[config.mk]
export PLATFORM = sky130hd
export DESIGN_NAME = vec_irq_ctrl
export DESIGN_NICKNAME = d
export VERILOG_FILES = /design/src/rtl/virq_pkg.sv /design/src/rtl/virq_regs.sv /design/src/rtl/virq_arbiter.sv /design/src/rtl/virq_packet.sv /design/src/rtl/vec_irq_ctrl.sv
export SDC_FILE = /design/constraint.sdc
export NUM_CORES = 2
export LEC_CHECK = 0
export ABC_CLOCK_PERIOD_IN_PS = 78300
export CAP_MARGIN = 20
export CORE_ASPECT_RATIO = 1.2
export CORE_MARGIN = 5
export CORE_UTILIZATION = 35
export CTS_CLUSTER_SIZE = 12
export DETAILED_ROUTE_END_ITERATION = 6
export PLACE_DENSITY = 0.48
export SLEW_MARGIN = 15
export SYNTH_ARGS = -nofsm -noshare
export SYNTH_HDL_FRONTEND = slang
export SYNTH_SLANG_ARGS = --single-unit
[constraint.sdc]
create_clock -name clk -period 78.3 [get_ports clk]
set_clock_uncertainty 0.1 [all_clocks]
set_input_delay 15.66 -clock clk [delete_from_list [all_inputs] [get_ports clk]]
set_output_delay 15.66 -clock clk [all_outputs]
set_load 0.03 [all_outputs]
[src/rtl/virq_pkg.sv]
package virq_pkg;
  localparam int DATA_W  = 32;
  localparam int ADDR_W  = 6;
  localparam int LVL_W   = 6;
  localparam int RS_W    = 6;
  localparam int NMI_BIT = 6;
  localparam int RS_LSB  = 7;
  localparam int STRIDE_W = 3;
  localparam int STRIDE_MIN_SHIFT = 2;

  localparam logic [ADDR_W-1:0] CSR_ENA      = 6'd32;
  localparam logic [ADDR_W-1:0] CSR_ENA_SET  = 6'd33;
  localparam logic [ADDR_W-1:0] CSR_ENA_CLR  = 6'd34;
  localparam logic [ADDR_W-1:0] CSR_PEND     = 6'd35;
  localparam logic [ADDR_W-1:0] CSR_RAW      = 6'd36;
  localparam logic [ADDR_W-1:0] CSR_SOFT     = 6'd37;
  localparam logic [ADDR_W-1:0] CSR_SOFT_SET = 6'd38;
  localparam logic [ADDR_W-1:0] CSR_SOFT_CLR = 6'd39;
  localparam logic [ADDR_W-1:0] CSR_CTRL     = 6'd40;
  localparam logic [ADDR_W-1:0] CSR_STAT     = 6'd41;
  localparam logic [ADDR_W-1:0] CSR_BASE     = 6'd42;
  localparam logic [ADDR_W-1:0] CSR_VADDR    = 6'd43;

  typedef struct packed {
    logic              req;
    logic [DATA_W-1:0] hndl;
    logic [RS_W-1:0]   rs;
    logic [LVL_W-1:0]  lvl;
    logic              nmi;
  } req_pkt_t;
endpackage

[src/rtl/virq_regs.sv]
module virq_regs
  import virq_pkg::*;
#(
  parameter int NUM_SRC = 32
) (
  input  logic                          clk,
  input  logic                          rst_n,
  input  logic [NUM_SRC-1:0]            irq_i,
  input  logic                          wr_en_i,
  input  logic                          rd_en_i,
  input  logic [ADDR_W-1:0]             addr_i,
  input  logic [DATA_W-1:0]             wdata_i,
  input  logic [DATA_W-1:0]             stat_i,
  input  logic [DATA_W-1:0]             vaddr_i,
  output logic [DATA_W-1:0]             rdata_o,
  output logic [NUM_SRC-1:0]            pend_o,
  output logic [NUM_SRC-1:0][LVL_W-1:0] lvl_o,
  output logic [NUM_SRC-1:0][RS_W-1:0]  rs_o,
  output logic [NUM_SRC-1:0]            nmi_o,
  output logic [DATA_W-1:0]             base_o,
  output logic [STRIDE_W-1:0]           stride_o
);
  localparam int CFG_IDX_W = ADDR_W - 1;

  logic [NUM_SRC-1:0][DATA_W-1:0] cfg_q;
  logic [NUM_SRC-1:0] ena_q, soft_q, raw_q;
  logic [DATA_W-1:0]  ctrl_q, base_q, rd_mux;
  logic               is_cfg;
  logic [CFG_IDX_W-1:0] cfg_idx;

  assign is_cfg  = (addr_i[ADDR_W-1] == 1'b0) && (int'(addr_i[CFG_IDX_W-1:0]) < NUM_SRC);
  assign cfg_idx = addr_i[CFG_IDX_W-1:0];
  assign pend_o  = (raw_q | soft_q) & ena_q;

  always_ff @(posedge clk or negedge rst_n) begin
    if (!rst_n) begin
      cfg_q  <= '0;
      ena_q  <= '0;
      soft_q <= '0;
      raw_q  <= '0;
      ctrl_q <= '0;
      base_q <= '0;
    end else begin
      raw_q <= irq_i;
      if (wr_en_i) begin
        if (is_cfg) cfg_q[cfg_idx] <= wdata_i;
        else begin
          case (addr_i)
            CSR_ENA:      ena_q  <= wdata_i[NUM_SRC-1:0];
            CSR_ENA_SET:  ena_q  <= ena_q | wdata_i[NUM_SRC-1:0];
            CSR_ENA_CLR:  ena_q  <= ena_q & ~wdata_i[NUM_SRC-1:0];
            CSR_SOFT:     soft_q <= wdata_i[NUM_SRC-1:0];
            CSR_SOFT_SET: soft_q <= soft_q | wdata_i[NUM_SRC-1:0];
            CSR_SOFT_CLR: soft_q <= soft_q & ~wdata_i[NUM_SRC-1:0];
            CSR_CTRL:     ctrl_q <= wdata_i;
            CSR_BASE:     base_q <= wdata_i;
            default: ;
          endcase
        end
      end
    end
  end

  always_comb begin
    rd_mux = '0;
    if (is_cfg) rd_mux = cfg_q[cfg_idx];
    else begin
      case (addr_i)
        CSR_ENA:   rd_mux = DATA_W'(ena_q);
        CSR_PEND:  rd_mux = DATA_W'(pend_o);
        CSR_RAW:   rd_mux = DATA_W'(raw_q);
        CSR_SOFT:  rd_mux = DATA_W'(soft_q);
        CSR_CTRL:  rd_mux = ctrl_q;
        CSR_STAT:  rd_mux = stat_i;
        CSR_BASE:  rd_mux = base_q;
        CSR_VADDR: rd_mux = vaddr_i;
        default:   rd_mux = '0;
      endcase
    end
  end

  always_ff @(posedge clk or negedge rst_n) begin
    if (!rst_n)       rdata_o <= '0;
    else if (rd_en_i) rdata_o <= rd_mux;
  end

  for (genvar g = 0; g < NUM_SRC; g++) begin : g_fields
    assign lvl_o[g] = cfg_q[g][LVL_W-1:0];
    assign rs_o[g]  = cfg_q[g][RS_LSB+RS_W-1:RS_LSB];
    assign nmi_o[g] = cfg_q[g][NMI_BIT];
  end

  assign base_o   = base_q;
  assign stride_o = ctrl_q[STRIDE_W-1:0];

  a_r7_set_alias: assert property (@(posedge clk) disable iff (!rst_n)
    (wr_en_i && addr_i == CSR_ENA_SET) |=> ((ena_q & $past(wdata_i[NUM_SRC-1:0])) == $past(wdata_i[NUM_SRC-1:0])));
  a_r7_clr_alias: assert property (@(posedge clk) disable iff (!rst_n)
    (wr_en_i && addr_i == CSR_ENA_CLR) |=> ((ena_q & $past(wdata_i[NUM_SRC-1:0])) == '0));
  a_r8_clr_alias: assert property (@(posedge clk) disable iff (!rst_n)
    (wr_en_i && addr_i == CSR_SOFT_CLR) |=> ((soft_q & $past(wdata_i[NUM_SRC-1:0])) == '0));
  a_r10_rdata_hold: assert property (@(posedge clk) disable iff (!rst_n)
    !rd_en_i |=> $stable(rdata_o));
endmodule

[src/rtl/virq_arbiter.sv]
module virq_arbiter
  import virq_pkg::*;
#(
  parameter int NUM_SRC = 32,
  localparam int IDX_W = $clog2(NUM_SRC)
) (
  input  logic                          clk,
  input  logic                          rst_n,
  input  logic [NUM_SRC-1:0]            pend_i,
  input  logic [NUM_SRC-1:0][LVL_W-1:0] lvl_i,
  output logic                          win_o,
  output logic [IDX_W-1:0]              idx_o
);
  logic [LVL_W-1:0] best_lvl;

  always_comb begin
    best_lvl = '0;
    idx_o    = '0;
    win_o    = 1'b0;
    for (int i = 0; i < NUM_SRC; i++) begin
      if (pend_i[i] && (lvl_i[i] > best_lvl)) begin
        best_lvl = lvl_i[i];
        idx_o    = IDX_W'(i);
        win_o    = 1'b1;
      end
    end
  end

  a_r4_winner_pending: assert property (@(posedge clk) disable iff (!rst_n)
    win_o |-> (pend_i[idx_o] && lvl_i[idx_o] != '0));
  a_r4_none_when_idle: assert property (@(posedge clk) disable iff (!rst_n)
    (pend_i == '0) |-> !win_o);
endmodule

[src/rtl/virq_packet.sv]
module virq_packet
  import virq_pkg::*;
#(
  parameter int NUM_SRC = 32,
  localparam int IDX_W = $clog2(NUM_SRC)
) (
  input  logic                          clk,
  input  logic                          rst_n,
  input  logic                          win_i,
  input  logic [IDX_W-1:0]              idx_i,
  input  logic [NUM_SRC-1:0][LVL_W-1:0] lvl_i,
  input  logic [NUM_SRC-1:0][RS_W-1:0]  rs_i,
  input  logic [NUM_SRC-1:0]            nmi_i,
  input  logic [DATA_W-1:0]             base_i,
  input  logic [STRIDE_W-1:0]           stride_i,
  output req_pkt_t                      pkt_o,
  output logic [DATA_W-1:0]             stat_o
);
  req_pkt_t          nxt;
  logic [DATA_W-1:0] stat_nxt;

  always_comb begin
    nxt      = '0;
    stat_nxt = '0;
    if (win_i) begin
      nxt.req  = 1'b1;
      nxt.hndl = base_i + (DATA_W'(idx_i) << (STRIDE_MIN_SHIFT + int'(stride_i)));
      nxt.rs   = rs_i[idx_i];
      nxt.lvl  = lvl_i[idx_i];
      nxt.nmi  = nmi_i[idx_i];
      stat_nxt = DATA_W'(idx_i);
      stat_nxt[DATA_W-1] = 1'b1;
    end
  end

  always_ff @(posedge clk or negedge rst_n) begin
    if (!rst_n) begin
      pkt_o  <= '0;
      stat_o <= '0;
    end else begin
      pkt_o  <= nxt;
      stat_o <= stat_nxt;
    end
  end

  a_r6_idle_zero: assert property (@(posedge clk) disable iff (!rst_n)
    !pkt_o.req |-> (stat_o == '0 && pkt_o.hndl == '0 && pkt_o.lvl == '0));
  a_r10_req_follows: assert property (@(posedge clk) disable iff (!rst_n)
    win_i |=> (pkt_o.req && stat_o[DATA_W-1]));
endmodule

[src/rtl/vec_irq_ctrl.sv]
module vec_irq_ctrl
  import virq_pkg::*;
#(
  parameter int NUM_SRC = 32
) (
  input  logic              clk,
  input  logic              rst_n,
  input  logic [NUM_SRC-1:0] irq_i,
  input  logic              wr_en_i,
  input  logic              rd_en_i,
  input  logic [ADDR_W-1:0] addr_i,
  input  logic [DATA_W-1:0] wdata_i,
  output logic [DATA_W-1:0] rdata_o,
  output logic              req_o,
  output logic [DATA_W-1:0] req_addr_o,
  output logic [RS_W-1:0]   req_regset_o,
  output logic [LVL_W-1:0]  req_level_o,
  output logic              req_nmi_o
);
  localparam int IDX_W = $clog2(NUM_SRC);

  logic [NUM_SRC-1:0]            pend;
  logic [NUM_SRC-1:0][LVL_W-1:0] lvl;
  logic [NUM_SRC-1:0][RS_W-1:0]  rs;
  logic [NUM_SRC-1:0]            nmi;
  logic [DATA_W-1:0]             base, stat;
  logic [STRIDE_W-1:0]           stride;
  logic                          win;
  logic [IDX_W-1:0]              idx;
  req_pkt_t                      pkt;

  virq_regs #(.NUM_SRC(NUM_SRC)) u_regs (
    .clk(clk), .rst_n(rst_n), .irq_i(irq_i), .wr_en_i(wr_en_i), .rd_en_i(rd_en_i),
    .addr_i(addr_i), .wdata_i(wdata_i), .stat_i(stat), .vaddr_i(pkt.hndl),
    .rdata_o(rdata_o), .pend_o(pend), .lvl_o(lvl), .rs_o(rs), .nmi_o(nmi),
    .base_o(base), .stride_o(stride)
  );

  virq_arbiter #(.NUM_SRC(NUM_SRC)) u_arb (
    .clk(clk), .rst_n(rst_n), .pend_i(pend), .lvl_i(lvl), .win_o(win), .idx_o(idx)
  );

  virq_packet #(.NUM_SRC(NUM_SRC)) u_pkt (
    .clk(clk), .rst_n(rst_n), .win_i(win), .idx_i(idx), .lvl_i(lvl), .rs_i(rs),
    .nmi_i(nmi), .base_i(base), .stride_i(stride), .pkt_o(pkt), .stat_o(stat)
  );

  assign req_o        = pkt.req;
  assign req_addr_o   = pkt.hndl;
  assign req_regset_o = pkt.rs;
  assign req_level_o  = pkt.lvl;
  assign req_nmi_o    = pkt.nmi;
endmodule

==> flow_summary.ini <==
[global_routing]
antenna_found_initial = 8
grt_pass1_wl_um = 382000
grt_util_all_layers_pct = 24.0
grt_max_degree = 169
grt-ovfl-total = 0
grt_pass1_vias = 53000

[clock_network]
worstSkewPairLatency_ns = 0.81
cts.path.max_buffers = 3
cts.reportedPaths.clkPinSlew_ns = 0.06
cts.sinks = 1267
hold_buffers = 0
htree_levels = 4
cts_root_buffer = clkbuf_16
cts_tree = done
post_cts_resized = 0
cts_setup_buffers = 0
cts_buffers = 147

[placement]
place_congestion = 0.926
dp_cells = 8521
port_buffers = 151
post-dp-hpwl_um = 173000

[worst_setup_path]
reg2reg_from = u_regs.soft_q[0]
crit_path_start_kind = register
ff2ff_setup_slack_ns = 10.63
cp.required_ns = 78.83
crit_family = compound AO/OA/AOI/OAI gates
cp_slowest_cell = o31ai_2
cp-endpoint = u_pkt.pkt_o[43]
critPathMaxStageDelay_ns = 0.89
crit_buf_inv = 12
cp.arrival_ns = 68.21
worstPathMaxFanout = 51
worst-path-stages = 277
critical_path.startpoint = u_regs.soft_q[0]
worstReg2RegEnd = u_pkt.pkt_o[43]
worst-setup-path-type = register to register
r2r_cells = 277
crit_path_end_kind = register
path_common_cell = ha_1

[synthesis]
yosys.area_share.simple_pct = 7.93
synth_edf_count = 0
synth_top_area_share_pct = 44.1
ys_seq_area_share_pct = 44.1
synth_ff_type = dfrtp_1
synthMuxAreaShare_pct = 28.7
syn_inst = 6078
synth.most_common_cell = dfrtp_1
synthDistinctLibCells = 145
syn_area_um2 = 71800
synth_common_cells = 1267 x dfrtp_1, 1051 x mux2_2, 492 x nand2_1, 321 x mux4_2, 308 x clkbuf_1
synthTopCellsByArea = dfrtp_1 44%, mux2_2 16%, mux4_2 10%
synth_compound_area_share_pct = 11.4
synth_async_sr_flop_share_pct = 100
synthXorXnorAreaFrac_pct = 0.561
syn_area_per_cell_um2 = 11.8
synth-seq-cells = 1267
synthesis.nets = 6306
synth_top_area_cell = dfrtp_1
synth_top_family_by_area = multiplexers
yosys_warnings = 0
synthAdderAreaFrac_pct = 2.72

[timing]
fin_crit_sh_pct = 86.4
setup_viol = 0
slew_violations = 0
timing.fmax_mhz = 14.8
fin_setup_tns_ns = 0
tightest_slew_ns = 1.26
rsz0062_at_grt = false
period_minus_slack_ns = 67.67
slew_headroom_pct = 15.7
hold_viol = 0

[drt]
drcViolationCount = 0
drt_iter0_markers = 4312
via_count = 52200
finalWirelength_um = 262000
first_pass_iters = 5
avgRoutedWirePerCell_um = 29.8
routed_via_density = 5.93
ant_nets = 0

[status]
outcome = finished clean

[die]
start_util_pct = 35.1
die-area_um2 = 214000
io_pins = 152
rows = 182
die_h_um = 506
die_w_um = 424
core-area_um2 = 204000

[finish]
drive_gt1_share_pct = 31.7
fin_cells = 8792
area_delta_synth_final_pct = 12.3
finalNetCount = 6232

[worst_hold_path]
hold_class = register to register
worstHoldStart = u_regs.rdata_o[31]

[job]
maxCapViolCount = 0
## layout make-up
class,count,area [µm²]
antenna,4,10.0
sequential,1267,31700
tap,2668,3340
multi-input combinational,4080,37200
clock inverter,35,433
timing repair buffer,292,2660
clock buffer,230,4470
fill,19600,124000
inverter,216,818
## cell usage in the layout, fill, tap and decap left out, drive strengths merged, types with 16 or more instances in the layout
cell type and instances:
a2111oi 24, a211o 16, a211oi 102, a21o 56, a21oi 153, a221oi 41, a22o 70, a22oi 26
a31oi 45, a32oi 20, and2 27, and3 29, buf 154, clkbuf 231, clkdlybuf4s50 137, clkinv 24
dfrtp 1267, ha 153, inv 221, mux2 1054, mux2i 147, mux4 321, nand2 493, nand2b 17
nand3 144, nand4 54, nor2 273, nor3 62, nor3b 17, o211ai 45, o21a 28, o21ai 296
o221a 22, o221ai 16, o22ai 16, or2 18, xnor2 36
## logic make-up after synthesis
| group | count (synthesis) |
|---|---|
| flops | 1267 |
| fa+ha+maj | 156 |
| compound gates | 1131 |
| mux | 1522 |
| buf+inv | 731 |
| xor+xnor | 46 |
| simple gates | 1225 |
## metrics by stage
stage	instance area (µm²)	utilization, %	hold WS [ns]	setup WS (ns)
after global routing	80600	39.4	0.399	5.19
after global placement	75600	37.0	0.367	12.68
after CTS	80600	39.4	0.383	11.08
final	80600	39.4	0.375	10.63
after floorplan	71800	-	0.374	20.21
after detailed placement	75700	37.0	0.370	11.31
## worst min path at each step
stage,end,cells past startpoint
floorplan,u_regs.cfg_q[223],1
global placement,u_regs.rdata_o[31],1
detailed placement,u_regs.rdata_o[31],1
CTS,u_regs.rdata_o[31],1
global route,u_regs.rdata_o[2],1
finish,u_regs.rdata_o[31],1
## routing by layer
metal / track usage (%) / share of wire (%) / vias to the layer above
met5: 0 / 0.0099 / -
met3: 3.44 / 4.7 / 442
li1: - / - / 22600
met2: 39.7 / 48 / 1569
met4: 9.95 / 4.6 / 4
met1: 31.7 / 43 / 27600
## registers in the layout (all words and copies together) (netlist names)
| name | count |
|---|---|
| u_regs.lvl_o | 192 |
| u_regs.base_o | 32 |
| u_pkt.pkt_o | 45 |
| u_regs.soft_q | 32 |
| u_regs.rdata_o | 32 |
| u_pkt.stat_o | 6 |
| u_regs.ctrl_q | 32 |
| u_regs.raw_q | 32 |
| u_regs.nmi_o | 32 |
| u_regs.ena_q | 32 |
| u_regs.rs_o | 192 |
| u_regs.cfg_q | 608 |
Power is left out: the tool's default activity adds up to more than one toggle a clock period on the data nets, which glitch-free logic cannot reach.
